**src/rtl/span_guard_pkg.sv**
```systemverilog
package span_guard_pkg;

  localparam int NUM_FIXED   = 3;
  localparam int PERM_W      = 3;
  localparam int SLOT_CODE   = 0;
  localparam int SLOT_STACK  = 1;
  localparam int SLOT_GLOBAL = 2;

  typedef enum logic [1:0] {
    ACC_READ  = 2'd0,
    ACC_WRITE = 2'd1,
    ACC_EXEC  = 2'd2,
    ACC_BAD   = 2'd3
  } acc_kind_e;

  // rights vector layout: bit 0 read, bit 1 write, bit 2 execute
  function automatic logic [PERM_W-1:0] need_bits(input logic [1:0] kind);
    case (acc_kind_e'(kind))
      ACC_READ:  need_bits = 3'b001;
      ACC_WRITE: need_bits = 3'b010;
      ACC_EXEC:  need_bits = 3'b100;
      default:   need_bits = 3'b000;
    endcase
  endfunction

endpackage

```
**src/rtl/sg_window.sv**
```systemverilog
module sg_window
  import span_guard_pkg::*;
#(
  parameter int ADDR_W = 16
) (
  input  logic [ADDR_W:0]       acc_lo,
  input  logic [ADDR_W:0]       acc_hi,
  input  logic [ADDR_W-1:0]     base,
  input  logic [ADDR_W:0]       bound,
  input  logic [PERM_W-1:0]     perm,
  input  logic [PERM_W-1:0]     need,
  output logic                  covers,
  output logic                  allow
);

  // Containment of the whole byte span, end exclusive, one bit wider than
  // the address so a span running off the top never wraps into a window.
  always_comb begin
    covers = (acc_lo >= {1'b0, base}) && (acc_hi <= bound);
    allow  = covers && (|(perm & need));
  end

endmodule

```
**src/rtl/sg_regs.sv**
```systemverilog
module sg_regs
  import span_guard_pkg::*;
#(
  parameter int ADDR_W = 16,
  parameter int N_SLOT = 11,
  parameter int SEL_W  = 4
) (
  input  logic                              clk,
  input  logic                              rst,
  input  logic                              cfg_we,
  input  logic [SEL_W-1:0]                  cfg_sel,
  input  logic [ADDR_W-1:0]                 cfg_base,
  input  logic [ADDR_W:0]                   cfg_bound,
  input  logic [PERM_W-1:0]                 cfg_perm,
  input  logic                              cut_en,
  input  logic [ADDR_W:0]                   cut_bound,
  output logic [N_SLOT-1:0][ADDR_W-1:0]     base_o,
  output logic [N_SLOT-1:0][ADDR_W:0]       bound_o,
  output logic [N_SLOT-1:0][PERM_W-1:0]     perm_o
);

  for (genvar s = 0; s < N_SLOT; s++) begin : g_slot
    logic [ADDR_W-1:0] base_q;
    logic [ADDR_W:0]   bound_q;
    logic [PERM_W-1:0] perm_q;
    logic              hit;

    assign hit = cfg_we && (cfg_sel == SEL_W'(s));

    always_ff @(posedge clk) begin
      if (rst) begin
        base_q <= '0;
        perm_q <= '0;
      end else if (hit) begin
        base_q <= cfg_base;
        perm_q <= cfg_perm;
      end
    end

    if (s == SLOT_STACK) begin : g_stack
      // stack bound: a write wins, otherwise a cutback may only lower it
      always_ff @(posedge clk) begin
        if (rst)
          bound_q <= '0;
        else if (hit)
          bound_q <= cfg_bound;
        else if (cut_en && (cut_bound < bound_q))
          bound_q <= cut_bound;
      end
    end else begin : g_plain
      always_ff @(posedge clk) begin
        if (rst)
          bound_q <= '0;
        else if (hit)
          bound_q <= cfg_bound;
      end
    end

    assign base_o[s]  = base_q;
    assign bound_o[s] = bound_q;
    assign perm_o[s]  = perm_q;
  end

  logic stack_wr;
  assign stack_wr = cfg_we && (cfg_sel == SEL_W'(SLOT_STACK));


  cut_lowers_chk: assert property (@(posedge clk) disable iff (rst)
    (cut_en && !stack_wr && (cut_bound < bound_o[SLOT_STACK]))
      |=> (bound_o[SLOT_STACK] == $past(cut_bound)));


  cut_never_raises_chk: assert property (@(posedge clk) disable iff (rst)
    (cut_en && !stack_wr && (cut_bound >= bound_o[SLOT_STACK]))
      |=> $stable(bound_o[SLOT_STACK]));


  write_beats_cut_chk: assert property (@(posedge clk) disable iff (rst)
    stack_wr |=> (bound_o[SLOT_STACK] == $past(cfg_bound)));


  stray_sel_ignored_chk: assert property (@(posedge clk) disable iff (rst)
    (cfg_we && (int'(cfg_sel) >= N_SLOT) && !cut_en)
      |=> ($stable(base_o) && $stable(bound_o) && $stable(perm_o)));

endmodule

```
**src/rtl/sg_delay.sv**
```systemverilog
module sg_delay #(
  parameter int W     = 4,
  parameter int DEPTH = 1
) (
  input  logic         clk,
  input  logic         rst,
  input  logic [W-1:0] d,
  output logic [W-1:0] q
);

  logic [DEPTH-1:0][W-1:0] pipe;

  for (genvar i = 0; i < DEPTH; i++) begin : g_stage
    if (i == 0) begin : g_head
      always_ff @(posedge clk) begin
        if (rst) pipe[0] <= '0;
        else     pipe[0] <= d;
      end
    end else begin : g_tail
      always_ff @(posedge clk) begin
        if (rst) pipe[i] <= '0;
        else     pipe[i] <= pipe[i-1];
      end
    end
  end

  assign q = pipe[DEPTH-1];

endmodule

```
**src/rtl/span_guard.sv**
```systemverilog
module span_guard
  import span_guard_pkg::*;
#(
  parameter int ADDR_W = 16,
  parameter int SIZE_W = 2,
  parameter int N_ENT  = 8,
  parameter int LAT    = 2,
  localparam int NSLOT = NUM_FIXED + N_ENT,
  localparam int SEL_W = $clog2(NSLOT)
) (
  input  logic               clk,
  input  logic               rst,
  input  logic               req_valid,
  input  logic [ADDR_W-1:0]  req_addr,
  input  logic [SIZE_W-1:0]  req_size,
  input  logic [1:0]         req_kind,
  input  logic               cfg_we,
  input  logic [SEL_W-1:0]   cfg_sel,
  input  logic [ADDR_W-1:0]  cfg_base,
  input  logic [ADDR_W:0]    cfg_bound,
  input  logic [PERM_W-1:0]  cfg_perm,
  input  logic               cut_en,
  input  logic [ADDR_W:0]    cut_bound,
  output logic               rsp_valid,
  output logic               rsp_grant,
  output logic               rsp_fault,
  output logic               rsp_fixed
);

  localparam int CW    = $clog2(LAT + 1);
  localparam int DLY_W = 5;

  initial begin
    lat_min_chk: assert (LAT >= 2);
  end

  // ---------------- settings ----------------
  logic [NSLOT-1:0][ADDR_W-1:0] rg_base;
  logic [NSLOT-1:0][ADDR_W:0]   rg_bound;
  logic [NSLOT-1:0][PERM_W-1:0] rg_perm;

  sg_regs #(
    .ADDR_W (ADDR_W),
    .N_SLOT (NSLOT),
    .SEL_W  (SEL_W)
  ) u_regs (
    .clk       (clk),
    .rst       (rst),
    .cfg_we    (cfg_we),
    .cfg_sel   (cfg_sel),
    .cfg_base  (cfg_base),
    .cfg_bound (cfg_bound),
    .cfg_perm  (cfg_perm),
    .cut_en    (cut_en),
    .cut_bound (cut_bound),
    .base_o    (rg_base),
    .bound_o   (rg_bound),
    .perm_o    (rg_perm)
  );

  // ---------------- compare stage ----------------
  logic [ADDR_W:0]   acc_lo;
  logic [ADDR_W:0]   acc_hi;
  logic [PERM_W-1:0] need;
  logic [NSLOT-1:0]  cov;
  logic [NSLOT-1:0]  alw;

  always_comb begin
    acc_lo = {1'b0, req_addr};
    acc_hi = acc_lo + ((ADDR_W+1)'(1) << req_size);
    need   = need_bits(req_kind);
  end

  for (genvar s = 0; s < NSLOT; s++) begin : g_win
    sg_window #(.ADDR_W(ADDR_W)) u_win (
      .acc_lo (acc_lo),
      .acc_hi (acc_hi),
      .base   (rg_base[s]),
      .bound  (rg_bound[s]),
      .perm   (rg_perm[s]),
      .need   (need),
      .covers (cov[s]),
      .allow  (alw[s])
    );
  end

  logic fix_cov, fix_ok, tbl_cov, tbl_ok;
  always_comb begin
    fix_cov = |cov[NUM_FIXED-1:0];
    fix_ok  = |alw[NUM_FIXED-1:0];
    tbl_cov = |cov[NSLOT-1:NUM_FIXED];
    tbl_ok  = |alw[NSLOT-1:NUM_FIXED];
  end

  // ---------------- decision stage ----------------
  logic s1_valid, s1_fcov, s1_fok, s1_tcov, s1_tok;

  always_ff @(posedge clk) begin
    if (rst) begin
      s1_valid <= 1'b0;
      s1_fcov  <= 1'b0;
      s1_fok   <= 1'b0;
      s1_tcov  <= 1'b0;
      s1_tok   <= 1'b0;
    end else begin
      s1_valid <= req_valid;
      s1_fcov  <= req_valid && fix_cov;
      s1_fok   <= req_valid && fix_ok;
      s1_tcov  <= req_valid && tbl_cov;
      s1_tok   <= req_valid && tbl_ok;
    end
  end

  logic dec_grant, dec_fault, dec_fixed;
  always_comb begin
    dec_grant = s1_valid && (s1_fcov ? s1_fok : s1_tok);
    dec_fault = s1_valid && !dec_grant;
    dec_fixed = s1_valid && s1_fcov;
  end

  // ---------------- latency match ----------------
  logic [DLY_W-1:0] dly_q;
  logic             out_tcov;

  sg_delay #(.W(DLY_W), .DEPTH(LAT-1)) u_dly (
    .clk (clk),
    .rst (rst),
    .d   ({s1_valid, dec_grant, dec_fault, dec_fixed, s1_tcov}),
    .q   (dly_q)
  );

  assign {rsp_valid, rsp_grant, rsp_fault, rsp_fixed, out_tcov} = dly_q;

  // ---------------- checks ----------------
  logic [CW-1:0] idle_cnt;
  logic [CW-1:0] req_age;

  always_ff @(posedge clk) begin
    if (rst) begin
      idle_cnt <= '0;
      req_age  <= CW'(LAT);
    end else begin
      if (req_valid)                  idle_cnt <= '0;
      else if (idle_cnt != CW'(LAT))  idle_cnt <= idle_cnt + 1'b1;
      if (req_valid)                  req_age  <= '0;
      else if (req_age != CW'(LAT))   req_age  <= req_age + 1'b1;
    end
  end


  no_phantom_rsp_chk: assert property (@(posedge clk) disable iff (rst)
    (idle_cnt == CW'(LAT)) |-> !rsp_valid);


  rsp_on_time_chk: assert property (@(posedge clk) disable iff (rst)
    (req_age == CW'(LAT-1)) |-> rsp_valid);


  verdict_onehot_chk: assert property (@(posedge clk) disable iff (rst)
    rsp_valid |-> $onehot({rsp_grant, rsp_fault}));


  nothing_covers_chk: assert property (@(posedge clk) disable iff (rst)
    (rsp_valid && !rsp_fixed && !out_tcov) |-> rsp_fault);


  fixed_needs_valid_chk: assert property (@(posedge clk) disable iff (rst)
    (rsp_fixed || rsp_grant || rsp_fault) |-> rsp_valid);

endmodule

```
**config.mk**
```make
export PLATFORM = sky130hd
export DESIGN_NAME = span_guard
export DESIGN_NICKNAME = d
export VERILOG_FILES = /design/src/rtl/span_guard_pkg.sv /design/src/rtl/sg_window.sv /design/src/rtl/sg_regs.sv /design/src/rtl/sg_delay.sv /design/src/rtl/span_guard.sv
export SDC_FILE = /design/constraint.sdc
export NUM_CORES = 1
export LEC_CHECK = 0
export CAP_MARGIN = 40
export CORE_MARGIN = 5
export CORE_UTILIZATION = 62
export CTS_CLUSTER_DIAMETER = 30
export CTS_CLUSTER_SIZE = 10
export DETAILED_ROUTE_END_ITERATION = 12
export PLACE_DENSITY_LB_ADDON = 0.05
export SLEW_MARGIN = 20
export SYNTH_ARGS = -nofsm -noshare
export SYNTH_HDL_FRONTEND = slang
export SYNTH_SLANG_ARGS = --single-unit
```
**constraint.sdc**
```tcl
create_clock -name clk -period 6.95 [get_ports clk]
set_input_delay 1.7375 -clock clk [delete_from_list [all_inputs] [get_ports clk]]
set_output_delay 1.7375 -clock clk [all_outputs]
set_load 0.03 [all_outputs]
```
==> results_dict.tcl <==
set metrics [dict create \
    run_status "completed" \
    slew_viol_final 0 \
    syn_nets 3624 \
    peakVddDrop_uv 347.0 \
    rrSetupSlack_ns 3.92 \
    cp-end-kind "flip-flop" \
    ys_seq_elements 404 \
    ys_seq_area_frac 0.3389 \
    remaining_drc_errors 0 \
    worst-r2r-cell-count 11 \
    critPathLaunch "req_size[1]" \
    yosysTopAreaCell "dfxtp_1" \
    p_clk_frac 0.610 \
    clk_pin_slew_ns 0.05 \
    cts_setup_buffers 0 \
    setup-tns-final_ns 0 \
    synth_edf_count 0 \
    grt_usage 0.3646 \
    worstPathMaxFanout 11 \
    dp_hpwl_um 51310 \
    hold_buffers 0 \
    fmax_ghz 0.1737 \
    p_comb_frac 0.105 \
    wl_per_cell_um 20.23 \
    swShare 0.2475 \
    worst_pin_slew_ns 0.9959 \
    finalSetupViolCount 0 \
    yosys.area.top_type_share 0.3389 \
    cts_sinks 404 \
    num_vias 22670 \
    pre_cts_ws_ns 0.5984 \
    worstSkewPairLatency_ns 0.63 \
    final_nets 3718 \
    fillers 2847 \
    grt_max_degree 183 \
    die_y_um 206.2 \
    startpoint_type "primary input" \
    core_area_um2 37840 \
    root_buffer "clkbuf_16" \
    final.period_utilization 0.8286 \
    synth_cells 3158 \
    routed_wl_um 78030 \
    grt_first_pass_wirelength_um 120600 \
    seq_power_share 0.285 \
    power_switching_w 0.002075 \
    synth_area_um2 23870 \
    vias_per_cell 5.880 \
    dr.pass1.iters 6 \
    avgSynthCellArea_um2 7.558 \
    cap_violations 0 \
    overflow 0 \
    dieArea_um2 42520 \
    die_x_um 206.2 \
    fin_util 0.7721 \
    drive_above_1_share 0.08471 \
    final_hold_viol_count 0 \
    rows 71 \
    yosysWarnings 0 \
    maxSlewHeadroom 0.3360 \
    fin_skew_ns 0.02953 \
    critPathKind "in2reg" \
    antenna_found_initial 5 \
    grt_pass1_vias 22930 \
    setup_ws_ns 1.191 \
    netlist-cell-type-count 65 \
    ant_nets 0 \
    reg2reg_to "s1_tok" \
    cts_buffers 102 \
    area_growth_pct 22.42 \
    grt_setup_unrepaired "no" \
    cts_tree "yes" \
    cts_resized 0 \
    timing.rr.start "u_regs.g_slot[7].base_q[5]" \
    first_iter_violations 1676 \
    routabilityCongestion 0.9257 \
    hold_depth 2 \
    initial_utilization 0.6307 \
    min_period_ns 5.759 \
    ys.flop_type "dfxtp_1" \
    async_flop_share 0 \
    cp.required_ns 7.47 \
    ys_top_cells_by_area "dfxtp_1 (34%), ha_1 (20%), nand2_1 (14%)" \
    intPower_w 0.006309 \
    hold_class "reg2reg" \
    h-tree-depth 3 \
    numPortBuffers 85 \
    power.total_w 0.008384 \
    crit_arrival_ns 6.28 \
    crit_end "s1_tok" \
    leakage_nw 10.86 \
    power.density_nw_per_um2 286.9 \
    io_pins 86 \
    clk_path_buf_depth 3 \
]
==> through the flow <==
stage | cell area, um2 | std cells | hold WS (ns)
after floorplan | 23870 | 3158 | 0.4357
after global placement | 25200 | 3646 | 0.4405
after detailed placement | 25400 | 3655 | 0.4463
after CTS | 29160 | 3848 | 0.4524
after global routing | 29220 | 3856 | 0.4666
final | 29220 | 3856 | 0.4506
==> power by group through the flow <==
stage | Combinational [W] | Clock, W | Sequential, W
after floorplan | 0.000525 | 0 | 0.00243
after global placement | 0.000810 | 0 | 0.00243
after detailed placement | 0.000854 | 0 | 0.00243
after CTS | 0.000866 | 0.00514 | 0.00239
after global routing | 0.000970 | 0.00528 | 0.00239
final | 0.000879 | 0.00512 | 0.00239
==> synthesized netlist by cell type, types with 9 or more instances <==
cell type and instances:
nand3_1 27, a211oi_1 23, nor2b_1 26, mux2i_1 12, o21ai_0 62, ha_1 383
a21oi_1 491, xnor2_1 9, nor3_1 16, dfxtp_1 404, a311oi_2 13, nand2_1 863
nand4_1 49, nand2b_1 14, o2111ai_1 12, inv_1 358, clkbuf_1 153, and3_1 13
a21o_1 53, a2111oi_0 9, nor2_1 81
==> placed cells by master, fill, tap and decap left out, types with 8 or more instances in the layout <==
cell,instances
nand2_1,863
a21oi_1,491
dfxtp_1,404
ha_1,383
inv_1,358
clkbuf_16,105
clkdlybuf4s50_1,84
nor2_1,75
o21ai_0,62
a21o_1,53
buf_4,50
nand4_1,49
nor2b_1,26
nand3_1,26
a211oi_1,23
bufinv_16,20
clkinv_2,18
clkinvlp_4,18
nand2b_1,14
nor3_1,14
and3_1,13
a311oi_2,13
o2111ai_1,12
mux2i_1,12
clkbuf_8,12
xnor2_1,9
a2111oi_0,9
clkbuf_1,8
==> flip-flops by register name, indices dropped and copies added, names as in the netlist <==
register	cells
u_regs.g_slot.perm_q	33
s1_tok	1
s1_fcov	1
s1_valid	1
u_dly.q	4
s1_fok	1
u_regs.g_slot.base_q	176
u_regs.g_slot.bound_q	187
==> metal layers <==
layer / vias up / global-route usage / wire [um]
met5: - / 0 / 20
met4: 2 / 0.2574 / 6013
met3: 308 / 0.06826 / 5837
met2: 869 / 0.6286 / 37380
met1: 10730 / 0.4040 / 28770
li1: 10770 / - / -
==> worst min path at each step <==
stage,startpoint,end
after floorplan,u_regs.g_slot[0].perm_q[0],u_regs.g_slot[0].perm_q[0]
after global routing,u_regs.g_slot[8].base_q[2],u_regs.g_slot[8].base_q[2]
after CTS,u_regs.g_slot[5].bound_q[10],u_regs.g_slot[5].bound_q[10]
after detailed placement,u_regs.g_slot[0].base_q[4],u_regs.g_slot[0].base_q[4]
after global placement,u_regs.g_slot[8].perm_q[0],u_regs.g_slot[8].perm_q[0]
final,u_regs.g_slot[6].base_q[13],u_regs.g_slot[6].base_q[13]
==> area by class of cell <==
type	instances	area (um2)	area share
clock buffer	125	2823	0.09661
tap	511	639.4	0.02188
sequential	404	8088	0.2768
clock inverter	68	930.9	0.03186
inverter	358	1344	0.04599
timing repair buffer	148	1495	0.05117
antenna	4	10.01	0.0003426
multi-input combinational	2238	13890	0.4753
==> critical path, cell delays in order <==
cell and delay, ns:
clkdlybuf4s50_1 0.50, nand2b_1 0.17, inv_1 0.06, ha_1 0.28, a21o_1 0.16, a21oi_1 0.24
nor2b_1 0.13, o2111ai_1 0.44, nor2_1 0.12, xor2_1 0.16, buf_4 0.20, ha_1 0.29
nand2_1 0.07, or3_4 0.40, nor4_4 0.30, nand2b_1 0.10, o2111ai_1 0.10, a211oi_1 0.10
a311oi_1 0.32, nand4_1 0.15, o31a_1 0.25
==> cell families (layout without fill, tap and decap cells) <==
group,count (synthesis),after routing,synth area share
flip-flops,404,404,0.3389
other,0,4,0
AND/OR/NAND/NOR,1113,1113,0.1924
buffers and inverters,516,699,0.08199
multiplexers,12,12,0.005033
adder cells (fa/ha/maj),384,384,0.2016
AO/OA/AOI/OAI,715,715,0.1749
XOR/XNOR,14,14,0.005138
(Power assumes the default switching activity.)
